<file path="src/rtl/pwm_bank_pkg.sv">
package pwm_bank_pkg;
  localparam int DATA_W    = 32;
  localparam int DUTY_W    = 9;
  localparam int SCALE_W   = 13;
  localparam int CNT_W     = 8;
  localparam int EN_BIT    = 31;
  localparam int DUTY_LSB  = 16;
  localparam int SCALE_LSB = 0;
  localparam int STRIDE_SH = 4;
  localparam logic [DATA_W-1:0] REG_MASK = 32'h81FF_1FFF;

  // Per-channel settings handed from control to datapath
  typedef struct packed {
    logic               en;
    logic [DUTY_W-1:0]  duty;
    logic [SCALE_W-1:0] scale;
  } chanCfg_t;
endpackage

</file>
<file path="src/rtl/pwm_bank_ctrl.sv">
module pwm_bank_ctrl
  import pwm_bank_pkg::*;
#(
  parameter int NUM_CH = 4,
  parameter int ADDR_W = 8
) (
  input  logic                      clk,
  input  logic                      rst,
  input  logic                      busWrEn,
  input  logic [ADDR_W-1:0]         busAddr,
  input  logic [DATA_W-1:0]         busWrData,
  output logic [DATA_W-1:0]         busRdData,
  output chanCfg_t [NUM_CH-1:0]     chanCfg
);

  logic [DATA_W-1:0] regFile [NUM_CH];

  for (genvar i = 0; i < NUM_CH; i++) begin : g_reg
    localparam logic [ADDR_W-1:0] CH_ADDR = ADDR_W'(i << STRIDE_SH);
    logic wrHit;
    assign wrHit = busWrEn && (busAddr == CH_ADDR);

    always_ff @(posedge clk) begin
      if (rst) begin
        regFile[i] <= '0;
      end else if (wrHit) begin
        regFile[i] <= busWrData & REG_MASK;
      end
    end

    assign chanCfg[i].en    = regFile[i][EN_BIT];
    assign chanCfg[i].duty  = regFile[i][DUTY_LSB +: DUTY_W];
    assign chanCfg[i].scale = regFile[i][SCALE_LSB +: SCALE_W];
  end

  always_comb begin
    busRdData = '0;
    for (int i = 0; i < NUM_CH; i++) begin
      if (busAddr == ADDR_W'(i << STRIDE_SH)) begin
        busRdData = busRdData | regFile[i];
      end
    end
  end

endmodule

</file>
<file path="src/rtl/pwm_bank_chan.sv">
module pwm_bank_chan
  import pwm_bank_pkg::*;
(
  input  logic     clk,
  input  logic     rst,
  input  chanCfg_t cfg,
  output logic     pwmOut
);

  logic               running;
  logic [SCALE_W-1:0] preCnt;
  logic [CNT_W-1:0]   perCnt;
  logic [DUTY_W-1:0]  actDuty;
  logic [SCALE_W-1:0] actScale;
  logic [DUTY_W-1:0]  effDuty;
  logic [SCALE_W-1:0] effScale;
  logic               tick;
  logic               wrap;

  // In the first enabled cycle the shadow is not yet loaded; use the live word
  assign effDuty  = running ? actDuty  : cfg.duty;
  assign effScale = running ? actScale : cfg.scale;
  assign tick     = (preCnt == effScale);
  assign wrap     = tick && (perCnt == {CNT_W{1'b1}});

  always_ff @(posedge clk) begin
    if (rst || !cfg.en) begin
      running  <= 1'b0;
      preCnt   <= '0;
      perCnt   <= '0;
      actDuty  <= '0;
      actScale <= '0;
    end else begin
      running <= 1'b1;
      if (!running || wrap) begin
        actDuty  <= cfg.duty;
        actScale <= cfg.scale;
      end
      if (tick) begin
        preCnt <= '0;
        perCnt <= perCnt + CNT_W'(1);
      end else begin
        preCnt <= preCnt + SCALE_W'(1);
      end
    end
  end

  assign pwmOut = cfg.en && ({1'b0, perCnt} < effDuty);

endmodule

</file>
<file path="src/rtl/pwm_bank.sv">
module pwm_bank
  import pwm_bank_pkg::*;
#(
  parameter int NUM_CH = 4,
  parameter int ADDR_W = 8
) (
  input  logic              clk,
  input  logic              rst,
  input  logic              busWrEn,
  input  logic [ADDR_W-1:0] busAddr,
  input  logic [31:0]       busWrData,
  output logic [31:0]       busRdData,
  output logic [NUM_CH-1:0] pwmOut
);

  chanCfg_t [NUM_CH-1:0] chanCfg;
  logic [NUM_CH-1:0]     chanEn;

  pwm_bank_ctrl #(.NUM_CH(NUM_CH), .ADDR_W(ADDR_W)) u_ctrl (
    .clk       (clk),
    .rst       (rst),
    .busWrEn   (busWrEn),
    .busAddr   (busAddr),
    .busWrData (busWrData),
    .busRdData (busRdData),
    .chanCfg   (chanCfg)
  );

  for (genvar i = 0; i < NUM_CH; i++) begin : g_chan
    assign chanEn[i] = chanCfg[i].en;
    pwm_bank_chan u_chan (
      .clk    (clk),
      .rst    (rst),
      .cfg    (chanCfg[i]),
      .pwmOut (pwmOut[i])
    );
  end

endmodule

</file>
<file path="config.mk">
export PLATFORM = sky130hd
export DESIGN_NAME = pwm_bank
export DESIGN_NICKNAME = d
export VERILOG_FILES = /design/src/rtl/pwm_bank_pkg.sv /design/src/rtl/pwm_bank_ctrl.sv /design/src/rtl/pwm_bank_chan.sv /design/src/rtl/pwm_bank.sv
export SDC_FILE = /design/constraint.sdc
export NUM_CORES = 1
export LEC_CHECK = 0
export BUFFER_PORTS_ARGS = -buffer_cell sky130_fd_sc_hd__buf_2
export CORE_ASPECT_RATIO = 1.2
export CORE_MARGIN = 8
export CORE_UTILIZATION = 55
export CTS_BUF_LIST = sky130_fd_sc_hd__clkbuf_16
export CTS_CLUSTER_DIAMETER = 100
export DETAILED_ROUTE_END_ITERATION = 12
export PLACE_DENSITY = 0.73
export SYNTH_ARGS = -nofsm -noshare
export SYNTH_HDL_FRONTEND = slang
export SYNTH_SLANG_ARGS = --single-unit
</file>
<file path="constraint.sdc">
create_clock -name clk -period 8.3 [get_ports clk]
set_clock_uncertainty 0.1 [all_clocks]
set_input_delay 0.415 -clock clk [delete_from_list [all_inputs] [get_ports clk]]
set_output_delay 0.415 -clock clk [all_outputs]
set_load 0.1 [all_outputs]
</file>
==> summary.md <==
| Metric | Value |
|---|---|
| Largest net degree at the start of global routing | `49` |
| Number of setup buffers added after CTS | `0` |
| Class of the most critical hold timing path | `input port to flip-flop` |
| Iteration-0 DRC count of the detailed router | `409` |
| Tightest slew margin relative to the limit | `31.0%` |
| Layout cell share with drive strength beyond 1 | `9.11%` |
| Number of buffers added on ports | `60` |
| Worst setup endpoint | `g_chan[3].u_chan.actScale[2]$_SDFFE_PN0P_` |
| Wire length of the first global-routing pass | `46.9 mm` |
| Diode count | `0` |
| Aggregate global-route resource usage | `19.9%` |
| Area fraction in compound gates after synthesis | `6.38%` |
| Core Region | `0.0238 mm^2` |
| Commonest register cell after synthesis | `sky130_fd_sc_hd__dfxtp_1` |
| Top post-synthesis cells by area | `sky130_fd_sc_hd__dfxtp_1 (27%), sky130_fd_sc_hd__edfxtp_1 (21%), sky130_fd_sc_hd__mux2i_1 (14%), sky130_fd_sc_hd__nand2_1 (6.5%), sky130_fd_sc_hd__xnor2_1 (4.4%)` |
| Count of flip-flops with a built-in enable after synthesis | `92` |
| TritonCTS clock tree | `built` |
| Setup violation total in the final timing report | `0` |
| Vias in the first global route | `9318` |
| Remaining global-route overflow | `0` |
| Maximum root-to-sink buffer count | `3` |
| Launch point of the critical path | `g_chan[3].u_chan.running$_DFF_P_` |
| Number of warnings issued by yosys | `0` |
| Via count | `9331` |
| Slew Limit Fails | `0` |
| Element type at the critical path end | `flip-flop` |
| Sum of negative setup slack | `0 ns` |
| Xor-xnor portion of the synthesized cell area | `6.61%` |
| Clock net sink count | `268` |
| Layout overhead on the synthesized area | `9.66%` |
| Post-CTS Hold Buffers | `0` |
| Final Hold Fails | `0` |
| Mapped Avg Cell Area | `9.93 um^2` |
| Net count reported at finish | `1441` |
| WL/cell | `17.1 um` |
| Worst reg-to-reg setup slack | `4.57 ns` |
| Full die area | `0.0294 mm^2` |
| Lkg Pwr | `5.51 nW` |
| Sequential element share of the synthesized area | `47.4%` |
| Final routed wirelength across all metal layers | `29.1 mm` |
| Result of the run | `complete, no violations` |
| Critical Path RT | `8.61 ns` |
| Die boundary height | `186 um` |
| Launch instance of the worst register-to-register path | `g_chan[3].u_chan.running$_DFF_P_` |
| Area after DPL | `0.0136 mm^2` |
| Flops & latches, synth | `268` |
| Router iterations before antenna repair | `5` |
| Yosys top cell area share | `26.6%` |
| Number of buffers added by the clock tree synthesis step | `27` |
| Largest family of logic cells by synthesized area | `simple AND/OR/NAND/NOR gates` |
| Final total power | `0.00290 W` |
| Worst R2R End | `g_chan[3].u_chan.actScale[2]$_SDFFE_PN0P_` |
| Layout Cells excl Fill | `1703` |
| Share of cell area taken by muxes after synthesis | `13.6%` |
| Fmax | `0.268 GHz` |
| Post-CTS Resized | `0` |
| Last weighted congestion value of the routability-driven placer | `0.821` |
| Post-Synthesis Cells | `1335` |
| # H-tree levels | `1` |
| Placed insts | `1653` |
| Starting density of the core | `55.7%` |
| I/O pin cnt | `79` |
| Min Clock Period, post-route | `3.73 ns` |
| Horizontal die dimension | `158 um` |
| Setup repair after global routing missed its margin | `false` |
| Critical path class | `flip-flop to flip-flop` |
| Post-synth design cell area | `0.0133 mm^2` |
| CP Data Arrival Time | `4.05 ns` |
| Number of cells on the worst reg-to-reg path | `8` |
| Power density over the cells | `199 mW/mm^2` |
| Worst Tran Pin Value | `1.04 ns` |
| Adder-cell area share of the yosys netlist | `3.40%` |
| Element type at the critical path start | `flip-flop` |
| Number of unique standard cell types used by synthesis | `33` |
| Via density per instance | `5.48` |
| Number of antenna violations at the first check in global routing | `0` |
| Peak VDD IR | `0.129 mV` |
| CTS clk-pin slew, worst paths | `0.06 ns` |
| Ys async rst share | `0%` |
| Simple logic cell fraction of the synthesized area | `18.6%` |
| # DRC | `0` |
| Placed wire-length estimate after detailed placement | `21.0 mm` |
| Cell taking the most area after synthesis | `sky130_fd_sc_hd__dfxtp_1` |
| Largest fanout on the critical path | `17` |
| Worst-skew pair later-pin latency | `0.54 ns` |
| Post-route cell area | `0.0145 mm^2` |
| Cell row count | `62` |
| Max Cap Violations | `0` |
| Final antenna-violating net count | `0` |
| Share of the clock period used by the worst path | `45.0%` |
| Buffer type at the clock tree root | `sky130_fd_sc_hd__clkbuf_16` |
| Worst hold slack | `0.101 ns` |
-- layout by cell type (no fill, tap or decap), types with 11 or more instances in the layout --
cell                        count
sky130_fd_sc_hd__nor2_1        79
sky130_fd_sc_hd__o31ai_1       12
sky130_fd_sc_hd__buf_4         16
sky130_fd_sc_hd__and2_1        93
sky130_fd_sc_hd__o21ai_0       28
sky130_fd_sc_hd__ha_1          36
sky130_fd_sc_hd__xnor2_1       67
sky130_fd_sc_hd__or4_1         11
sky130_fd_sc_hd__or3_1         13
sky130_fd_sc_hd__nand2_1      229
sky130_fd_sc_hd__and3_1        23
sky130_fd_sc_hd__clkbuf_16     27
sky130_fd_sc_hd__a21oi_1       29
sky130_fd_sc_hd__xor2_1        33
sky130_fd_sc_hd__buf_2         60
sky130_fd_sc_hd__dfxtp_1      176
sky130_fd_sc_hd__edfxtp_1      92
sky130_fd_sc_hd__inv_1         16
sky130_fd_sc_hd__nand3_1       38
sky130_fd_sc_hd__a22oi_1       46
sky130_fd_sc_hd__mux2i_1      180
-- cell families after synthesis --
group | after synthesis
AO/OA/AOI/OAI | 131
XOR/XNOR | 100
AND/OR/NAND/NOR | 520
other | 1
adder cells (fa/ha/maj) | 36
flip-flops | 268
multiplexers | 180
buffers and inverters | 99
-- cell usage after synthesis (13+ instances only) --
cell and n:
sky130_fd_sc_hd__nor2_1 79, sky130_fd_sc_hd__mux2i_1 180, sky130_fd_sc_hd__and3_1 23, sky130_fd_sc_hd__a21oi_1 29, sky130_fd_sc_hd__o21ai_0 28, sky130_fd_sc_hd__edfxtp_1 92, sky130_fd_sc_hd__inv_1 13, sky130_fd_sc_hd__xor2_1 33
sky130_fd_sc_hd__nand2_1 229, sky130_fd_sc_hd__a22oi_1 46, sky130_fd_sc_hd__clkbuf_1 45, sky130_fd_sc_hd__xnor2_1 67, sky130_fd_sc_hd__and2_1 93, sky130_fd_sc_hd__ha_1 36, sky130_fd_sc_hd__buf_6 13, sky130_fd_sc_hd__or3_1 13
sky130_fd_sc_hd__buf_4 13, sky130_fd_sc_hd__dfxtp_1 176, sky130_fd_sc_hd__nand3_1 38
-- sequential cells by signal, summed over array words and instances (netlist names) --
register                cells
g_chan.u_chan.preCnt       52
g_chan.u_chan.actDuty      36
g_chan.u_chan.running       4
g_chan.u_chan.perCnt       32
u_ctrl.regFile             92
g_chan.u_chan.actScale     52
-- final cells by class --
type | instances | area, um^2
Clock buffer | 27 | 676
Tap cell | 320 | 400
Inverter | 13 | 48.8
Timing Repair Buffer | 76 | 420
Sequential cell | 268 | 6290
Multi-Input combinational cell | 976 | 6490
Fill cell | 2036 | 9280
Clock inverter | 23 | 218
-- power breakdown --
part           internal (W)  leakage [nW]  switching, W
Sequential          0.00140          2.30     0.0000395
Clock              0.000718         0.450      0.000521
Combinational     0.0000769          2.75      0.000141
-- worst min path at each step --
stage | startpoint | end | slack [ns] | depth (start not counted)
finish | busWrData[8] | u_ctrl.regFile[0][8]$_SDFFCE_PN0P_ | 0.10 | 2
global route | busWrData[8] | u_ctrl.regFile[3][8]$_SDFFCE_PN0P_ | 0.09 | 2
CTS | busWrData[8] | u_ctrl.regFile[0][8]$_SDFFCE_PN0P_ | 0.08 | 2
detailed placement | g_chan[3].u_chan.actScale[1]$_SDFFE_PN0P_ | g_chan[3].u_chan.actScale[1]$_SDFFE_PN0P_ | 0.35 | 2
global placement | g_chan[1].u_chan.actScale[6]$_SDFFE_PN0P_ | g_chan[1].u_chan.actScale[6]$_SDFFE_PN0P_ | 0.34 | 2
floorplan | g_chan[0].u_chan.preCnt[0]$_SDFF_PP0_ | g_chan[0].u_chan.preCnt[0]$_SDFF_PP0_ | 0.34 | 1
-- layer usage --
| layer | share of wire (%) | GRT usage (%) | vias to the layer above | wire length [um] |
|---|---|---|---|---|
| li1 | - | - | 4650 | - |
| met1 | 43 | 24.0 | 4474 | 12500 |
| met2 | 51 | 36.3 | 160 | 14800 |
| met3 | 4.3 | 2.49 | 47 | 1240 |
| met4 | 2.1 | 5.61 | 0 | 612 |
| met5 | 0 | 0 | - | 0 |
-- per-stage QoR --
step           utilization [%]  worst slack [ns]
2_1_floorplan                -              5.17
3_3_place_gp              57.3              4.62
3_5_place_dp              57.3              4.58
4_1_cts                   61.1              4.56
5_1_grt                   61.1              4.28
6_report                  61.1              4.57
-- worst max-delay path, stage by stage, from the launching register on --
cell and delay, ns:
sky130_fd_sc_hd__dfxtp_1 0.73, sky130_fd_sc_hd__buf_4 0.37, sky130_fd_sc_hd__mux2i_1 0.26, sky130_fd_sc_hd__xnor2_1 0.11, sky130_fd_sc_hd__nor4_1 0.33, sky130_fd_sc_hd__nand4_1 0.62, sky130_fd_sc_hd__o31a_1 0.62, sky130_fd_sc_hd__buf_4 0.28
sky130_fd_sc_hd__mux2i_1 0.16
(Power assumes the default switching activity.)
